`src/rtl/cal_seq_pkg.sv`:
```
package cal_seq_pkg;

  typedef enum logic {
    RUN_IDLE = 1'b0,
    RUN_ACTIVE = 1'b1
  } run_state_e;

  // Wait select encoding: bit 1 forces the short wait, else bit 0 picks long.
  function automatic logic wants_long_wait(input logic [1:0] sel);
    return (sel[1] == 1'b0) && (sel[0] == 1'b1);
  endfunction

endpackage

```
`src/rtl/cal_req_qualifier.sv`:
```
module cal_req_qualifier #(
  parameter int MIN_PHASE = 80
) (
  input  logic clk,
  input  logic rst_n,
  input  logic clr,
  input  logic req,
  output logic trig
);

  localparam int PW = $clog2(MIN_PHASE + 1);
  localparam logic [PW-1:0] PH_FULL = PW'(MIN_PHASE);
  localparam logic [PW-1:0] PH_LAST = PW'(MIN_PHASE - 1);
  localparam logic [PW-1:0] PH_ONE  = PW'(1);

  logic [PW-1:0] lo_cnt;
  logic [PW-1:0] hi_cnt;
  logic          lo_ok;

  assign lo_ok = (lo_cnt == PH_FULL);

  always_ff @(posedge clk or negedge rst_n) begin
    if (!rst_n) begin
      lo_cnt <= '0;
      hi_cnt <= '0;
      trig   <= 1'b0;
    end else if (clr) begin
      lo_cnt <= '0;
      hi_cnt <= '0;
      trig   <= 1'b0;
    end else begin
      trig <= 1'b0;
      if (!req) begin
        hi_cnt <= '0;
        if (hi_cnt != '0) begin
          // an unfinished high phase spends the earlier low phase
          lo_cnt <= PH_ONE;
        end else if (!lo_ok) begin
          lo_cnt <= lo_cnt + PH_ONE;
        end
      end else if (lo_ok) begin
        if (hi_cnt == PH_LAST) begin
          trig   <= 1'b1;
          lo_cnt <= '0;
          hi_cnt <= '0;
        end else begin
          hi_cnt <= hi_cnt + PH_ONE;
        end
      end else begin
        lo_cnt <= '0;
        hi_cnt <= '0;
      end
    end
  end


  trig_after_high_chk: assert property (@(posedge clk) disable iff (!rst_n)
    trig |-> $past(req));


  trig_single_chk: assert property (@(posedge clk) disable iff (!rst_n)
    trig |=> !trig);


  clr_blocks_chk: assert property (@(posedge clk) disable iff (!rst_n)
    clr |=> !trig);

endmodule

```
`src/rtl/cal_powerup_timer.sv`:
```
module cal_powerup_timer
  import cal_seq_pkg::*;
#(
  parameter int SHORT_DLY = 1 << 24,
  parameter int LONG_DLY  = 1 << 30
) (
  input  logic       clk,
  input  logic       rst_n,
  input  logic       hold,
  input  logic [1:0] dly_sel,
  output logic       fire,
  output logic       done
);

  localparam int MAX_DLY = (LONG_DLY > SHORT_DLY) ? LONG_DLY : SHORT_DLY;
  localparam int CW = $clog2(MAX_DLY + 1);
  localparam logic [CW-1:0] SHORT_LAST = CW'(SHORT_DLY - 1);
  localparam logic [CW-1:0] LONG_LAST  = CW'(LONG_DLY - 1);

  logic [CW-1:0] cnt;
  logic [CW-1:0] limit;

  assign limit = wants_long_wait(dly_sel) ? LONG_LAST : SHORT_LAST;

  always_ff @(posedge clk or negedge rst_n) begin
    if (!rst_n) begin
      cnt  <= '0;
      fire <= 1'b0;
      done <= 1'b0;
    end else begin
      fire <= 1'b0;
      if (!hold && !done) begin
        if (cnt >= limit) begin
          fire <= 1'b1;
          done <= 1'b1;
        end else begin
          cnt <= cnt + CW'(1);
        end
      end
    end
  end


  done_sticky_chk: assert property (@(posedge clk) disable iff (!rst_n)
    $past(done) |-> done);


  fire_once_chk: assert property (@(posedge clk) disable iff (!rst_n)
    fire |-> !$past(done));


  hold_freeze_chk: assert property (@(posedge clk) disable iff (!rst_n)
    hold |=> ($stable(cnt) && !fire));

endmodule

```
`src/rtl/cal_run_ctrl.sv`:
```
module cal_run_ctrl
  import cal_seq_pkg::*;
#(
  parameter int RUN_LEN = 1400
) (
  input  logic clk,
  input  logic rst_n,
  input  logic pwr_down,
  input  logic auto_go,
  input  logic cmd_go,
  output logic cal_start,
  output logic busy
);

  localparam int RW = $clog2(RUN_LEN + 1);
  localparam logic [RW-1:0] RUN_LOAD = RW'(RUN_LEN - 1);

  run_state_e    st;
  logic [RW-1:0] run_cnt;

  always_ff @(posedge clk or negedge rst_n) begin
    if (!rst_n) begin
      st        <= RUN_IDLE;
      run_cnt   <= '0;
      cal_start <= 1'b0;
    end else begin
      cal_start <= 1'b0;
      if (pwr_down) begin
        st      <= RUN_IDLE;
        run_cnt <= '0;
      end else begin
        case (st)
          RUN_IDLE: begin
            if (auto_go || cmd_go) begin
              st        <= RUN_ACTIVE;
              run_cnt   <= RUN_LOAD;
              cal_start <= 1'b1;
            end
          end
          RUN_ACTIVE: begin
            if (run_cnt == '0) begin
              st <= RUN_IDLE;
            end else begin
              run_cnt <= run_cnt - RW'(1);
            end
          end
          default: st <= RUN_IDLE;
        endcase
      end
    end
  end

  assign busy = (st == RUN_ACTIVE);


  start_in_busy_chk: assert property (@(posedge clk) disable iff (!rst_n)
    cal_start |-> busy);


  start_on_rise_chk: assert property (@(posedge clk) disable iff (!rst_n)
    cal_start |-> !$past(busy));


  busy_end_chk: assert property (@(posedge clk) disable iff (!rst_n)
    $fell(busy) |-> ($past(pwr_down) || ($past(run_cnt) == '0)));


  pd_abort_chk: assert property (@(posedge clk) disable iff (!rst_n)
    pwr_down |=> !busy);

endmodule

```
`src/rtl/cal_sequencer_top.sv`:
```
module cal_sequencer_top #(
  parameter int MIN_PHASE = 80,
  parameter int SHORT_DLY = 1 << 24,
  parameter int LONG_DLY  = 1 << 30,
  parameter int RUN_LEN   = 1400
) (
  input  logic       clk,
  input  logic       rst_n,
  input  logic       cal_req,
  input  logic [1:0] dly_sel,
  input  logic       pwr_down,
  output logic       cal_start,
  output logic       cal_busy
);

  logic boot_fire;
  logic boot_done;
  logic cmd_trig;
  logic qual_clr;

  // Requests are held off until the boot run is launched, during runs and in power-down.
  assign qual_clr = cal_busy | pwr_down | ~boot_done;

  cal_powerup_timer #(
    .SHORT_DLY(SHORT_DLY),
    .LONG_DLY (LONG_DLY)
  ) u_timer (
    .clk    (clk),
    .rst_n  (rst_n),
    .hold   (pwr_down),
    .dly_sel(dly_sel),
    .fire   (boot_fire),
    .done   (boot_done)
  );

  cal_req_qualifier #(
    .MIN_PHASE(MIN_PHASE)
  ) u_qual (
    .clk  (clk),
    .rst_n(rst_n),
    .clr  (qual_clr),
    .req  (cal_req),
    .trig (cmd_trig)
  );

  cal_run_ctrl #(
    .RUN_LEN(RUN_LEN)
  ) u_run (
    .clk      (clk),
    .rst_n    (rst_n),
    .pwr_down (pwr_down),
    .auto_go  (boot_fire),
    .cmd_go   (cmd_trig),
    .cal_start(cal_start),
    .busy     (cal_busy)
  );


  no_cmd_before_boot_chk: assert property (@(posedge clk) disable iff (!rst_n)
    !boot_done |=> !cmd_trig);

endmodule

```
`config.mk`:
```
export PLATFORM = sky130hd
export DESIGN_NAME = cal_sequencer_top
export DESIGN_NICKNAME = d
export VERILOG_FILES = /design/src/rtl/cal_seq_pkg.sv /design/src/rtl/cal_req_qualifier.sv /design/src/rtl/cal_powerup_timer.sv /design/src/rtl/cal_run_ctrl.sv /design/src/rtl/cal_sequencer_top.sv
export SDC_FILE = /design/constraint.sdc
export NUM_CORES = 1
export LEC_CHECK = 0
export CAP_MARGIN = 20
export CORE_ASPECT_RATIO = 0.5
export CORE_MARGIN = 2
export CORE_UTILIZATION = 40
export CTS_CLUSTER_SIZE = 24
export DETAILED_ROUTE_END_ITERATION = 8
export DONT_BUFFER_PORTS = 1
export PLACE_DENSITY = 0.6
export SLEW_MARGIN = 20
export SYNTH_ARGS = -nofsm -noshare
export SYNTH_HDL_FRONTEND = slang
export SYNTH_SLANG_ARGS = --single-unit
```
`constraint.sdc`:
```
create_clock -name clk -period 2.8 [get_ports clk]
set_input_delay 0.56 -clock clk [delete_from_list [all_inputs] [get_ports clk]]
set_output_delay 0.56 -clock clk [all_outputs]
set_load 0.01 [all_outputs]
```
==> results.txt <==
- Arithmetic-cell share of the synthesized area counting full adders, half adders and majority gates: 4.90%
* Crit Path Category: in2reg
* Cell Rows: 23
* Cell count after placement: 433
- The H-tree generated during clock tree synthesis spans 3 levels.
- Maximum fanout encountered on the critical timing path: 8
- The number of global-route vias before repair came to 2351.
- Last weighted congestion value of the routability-driven placer: 0.821
- At the later pin of the worst-skew pair, clock insertion delay measures 0.33 ns.
* Cell with the largest stage delay on the worst path: sky130_fd_sc_hd__nor3_2
* TritonCTS Sinks: 61
- Final non-filler cell total: 448
- The routed design could run at a clock period as short as 2.44 ns.
- Total vias in the final route: 2393
* Synth Area in Simple Gates: 24.5%
* Synthesized Nets: 344
- The synthesized netlist devotes 10.8% of its cell area to compound gates.
- Dividing the synthesized area by the synthesized cell count gives 10.2 um^2.
- Die H: 68.4 um
- For this run, the post-layout net count is 352.
- Grt total ovfl: 0
* Transition time at the pin with the least slew margin: 0.881 ns
* Register-to-Register Path Depth: 6
* Combinational family with the most area after synthesis: simple AND/OR/NAND/NOR gates
* Mapped Area: 3320 um^2
* Primary FF master, synth: sky130_fd_sc_hd__dfrtp_1
* Fin. max-slew vios: 0
- The flow ran to the end, and the final reports show no timing, DRC or antenna violations.
- After routing, the total negative slack on setup checks comes to 0 ns.
- TritonCTS clock tree: yes
- Across every metal layer, demand over resource in global routing totals 15.8%.
- On the worst path, the slowest cell contributes a delay of 0.46 ns.
* Number of top-level pins: 8
* Die W: 133 um
- From synthesis to final layout, the design area changed by 12.7%.
- Wire length of the first global-routing pass: 11000 um
- Post-synthesis sequential element count: 61
- In this run the static leakage power is 0.00161 uW.
* Cell breakdown of the critical path: nand2b_1 -> ha_1 -> nand4b_1 -> nor3_2 -> nand3_1 -> nand2_1 -> mux2_1
- The worst register-to-register path ends at u_timer.cnt[1].
* Xor/xnor cell area share of the yosys netlist: 9.76%
* Worst reg2reg path startpoint: u_timer.cnt[29]
- Capturing element type of the critical path: flop
* Pin count of the biggest net entering global routing: 62
* Post-route fraction of the period consumed by the critical path: 87.1%
- Proportion of synthesized area in mux cells: 0.678%
- Vias per cell: 5.34
- Die area: 9090 um^2
- Reg clk slew, reported paths: 0.05 ns
- For the worst setup path, the data required time is 3.01 ns.
- Of the cells placed in the final design, the portion with a size suffix greater than 1 is 11.6%.
- Drt first pass iters: 4
- Synthesized netlist cell count: 325
- The repair_antennas step left the layout with diodes totalling 0.
- For this run, the number of Yosys warnings is 0.
* Setup repair after global routing missed its margin: no
- Fraction of registers with async set/reset: 100%
- Power spread over the standard cell area amounts to 566 nW/um^2.
- In the layout the commonest cells are sky130_fd_sc_hd__dfrtp_1 (61), sky130_fd_sc_hd__nand3_1 (34), sky130_fd_sc_hd__nor2_1 (29), sky130_fd_sc_hd__xnor2_1 (25), sky130_fd_sc_hd__inv_1 (20).
- Detailed Route Iter0 Violations: 263
- Most common cell after layout, fill and taps aside: sky130_fd_sc_hd__dfrtp_1
* Library cell used as clock root buffer: sky130_fd_sc_hd__clkbuf_16
- Antenna violations before repair: 0
- For this run, design rule violations remaining after detail routing come to 0.
- Input and output buffers added on the ports amount to 0.
* Sum of buffers and inverters on the critical path: 0
- In this run the remaining antenna-violating nets after routing total 0.
- In this run the worst hold path is classified as in2async.
- The tool flagged a number of max-cap violations equal to 0.
- Counting flops with a built-in enable in the synthesized netlist gives 0.
- Once the floorplan was initialized, standard cells occupied 41.4% of the core.
- Slew headroom: 40.7%
- Largest vdd supply drop: 0.301 mV
- The worst setup path is launched from an input pin.
- In this run the register-to-register setup slack is 0.43 ns.
- On the critical path the largest part of the delay comes from simple AND/OR/NAND/NOR gates.
* Final hold vios: 0
- Half-perimeter wire length after placement: 4280 um
* Clk_skew: 0.00637 ns
- Data arrival time of the worst path: 2.65 ns
- Highest Clock Rate: 410 MHz
- Setup violations remaining at the end of the flow were counted as 0.
* Mean routed wirelength per cell: 14.0 um
* Unique cell type count in the Yosys netlist: 55
* Total CTS buffers: 9
- In this run, post-CTS repair resized a total of 0 instances.
- After detailed routing, the total wire length is 6270 um.
- Maximum buffer depth of the clock tree: 2
* Seq/Total Area, Yosys: 46.0%
- Placeable core area: 8030 um^2
Yosys cell counts, types with 2 or more instances:
cell type | count | area, um^2
sky130_fd_sc_hd__a2111oi_4 | 2 | 55.1
sky130_fd_sc_hd__a21oi_1 | 9 | 45.0
sky130_fd_sc_hd__a21oi_2 | 2 | 17.5
sky130_fd_sc_hd__a311oi_1 | 2 | 17.5
sky130_fd_sc_hd__a31o_2 | 2 | 17.5
sky130_fd_sc_hd__and3_1 | 11 | 68.8
sky130_fd_sc_hd__and4_1 | 3 | 26.3
sky130_fd_sc_hd__buf_2 | 2 | 10.0
sky130_fd_sc_hd__clkbuf_1 | 4 | 15.0
sky130_fd_sc_hd__dfrtp_1 | 61 | 1530
sky130_fd_sc_hd__ha_1 | 13 | 163
sky130_fd_sc_hd__inv_1 | 20 | 75.1
sky130_fd_sc_hd__nand2_1 | 14 | 52.6
sky130_fd_sc_hd__nand2b_1 | 5 | 31.3
sky130_fd_sc_hd__nand3_1 | 34 | 170
sky130_fd_sc_hd__nand4_1 | 7 | 43.8
sky130_fd_sc_hd__nor2_1 | 29 | 109
sky130_fd_sc_hd__nor3_1 | 5 | 25.0
sky130_fd_sc_hd__nor3_2 | 5 | 50.1
sky130_fd_sc_hd__nor3b_1 | 3 | 22.5
sky130_fd_sc_hd__nor4_1 | 6 | 37.5
sky130_fd_sc_hd__nor4_2 | 2 | 25.0
sky130_fd_sc_hd__nor4b_1 | 2 | 17.5
sky130_fd_sc_hd__o211ai_1 | 3 | 22.5
sky130_fd_sc_hd__o21a_1 | 3 | 22.5
sky130_fd_sc_hd__o21ai_0 | 8 | 40.0
sky130_fd_sc_hd__o22ai_1 | 3 | 18.8
sky130_fd_sc_hd__o32ai_1 | 2 | 17.5
sky130_fd_sc_hd__or3_1 | 2 | 12.5
sky130_fd_sc_hd__xnor2_1 | 25 | 219
sky130_fd_sc_hd__xor2_1 | 12 | 105
layout make-up:
cell class / count / area [um^2]
inverter: 20 / 75.1
timing repair buffer: 4 / 50.0
tap: 112 / 140
sequential: 61 / 1530
fill: 741 / 4290
multi-input combinational: 237 / 1680
clock buffer: 12 / 256
clock inverter: 2 / 10.0
state kept, by name, summed over array words and instances (netlist names):
| signal | cells |
|---|---|
| u_qual.trig | 1 |
| u_timer.fire | 1 |
| u_timer.done | 1 |
| u_timer.cnt | 31 |
| u_run.busy | 1 |
| u_qual.lo_cnt | 7 |
| u_qual.hi_cnt | 7 |
| u_run.cal_start | 1 |
| u_run.run_cnt | 11 |
what timing repair did:
item / 4_1_cts / 5_1_grt
hold endpoints to repair: 61 / 0
hold buffers: 1 / 0
buffers inserted: 0 / 0
logic make-up after synthesis:
family | count (synthesis)
DFF | 61
and+or+nand+nor | 139
adders and majority gates | 13
muxes | 2
xor gates and xnor gates | 37
buffers and inverters | 27
AOI/OAI and AO/OA | 46
stage by stage:
stage | setup WS, ns | hold WS, ns | area [um^2] | power (uW) | utilization, %
2_1_floorplan | 0.258 | 0.264 | 3320 | 1080 | -
3_3_place_gp | 0.162 | 0.266 | 3450 | 1100 | 42.9
3_5_place_dp | 0.0521 | 0.266 | 3450 | 1110 | 42.9
4_1_cts | 0.386 | 0.107 | 3740 | 2150 | 46.6
5_1_grt | 0.266 | 0.116 | 3740 | 2220 | 46.6
6_report | 0.361 | 0.109 | 3740 | 2120 | 46.6
routing by layer:
metal,share of wire [%],track usage (%),wire [um]
met1,51,20.3,3200
met2,45,24.8,2830
met3,3.0,6.22,190
met4,0.86,4.97,54
met5,0,0,0
power breakdown:
group	switching, uW	internal (uW)	total [uW]	leakage [uW]
Sequential	40.7	917	958	0.000825
Combinational	82.4	74.8	157	0.000647
Clock	371	633	1000	0.000134
Total	494	1620	2120	0.00161
how the worst max path moves through the flow:
| stage | startpoint | to | slack, ns | depth (start not counted) |
|---|---|---|---|---|
| after floorplan | dly_sel[1] | u_timer.cnt[1] | 0.26 | 7 |
| after global placement | dly_sel[1] | u_timer.cnt[1] | 0.16 | 7 |
| after detailed placement | dly_sel[1] | u_timer.cnt[1] | 0.05 | 7 |
| after CTS | dly_sel[1] | u_timer.cnt[1] | 0.39 | 7 |
| after global routing | dly_sel[1] | u_timer.cnt[1] | 0.27 | 7 |
| final | dly_sel[1] | u_timer.cnt[1] | 0.36 | 7 |
(Power assumes the default switching activity.)
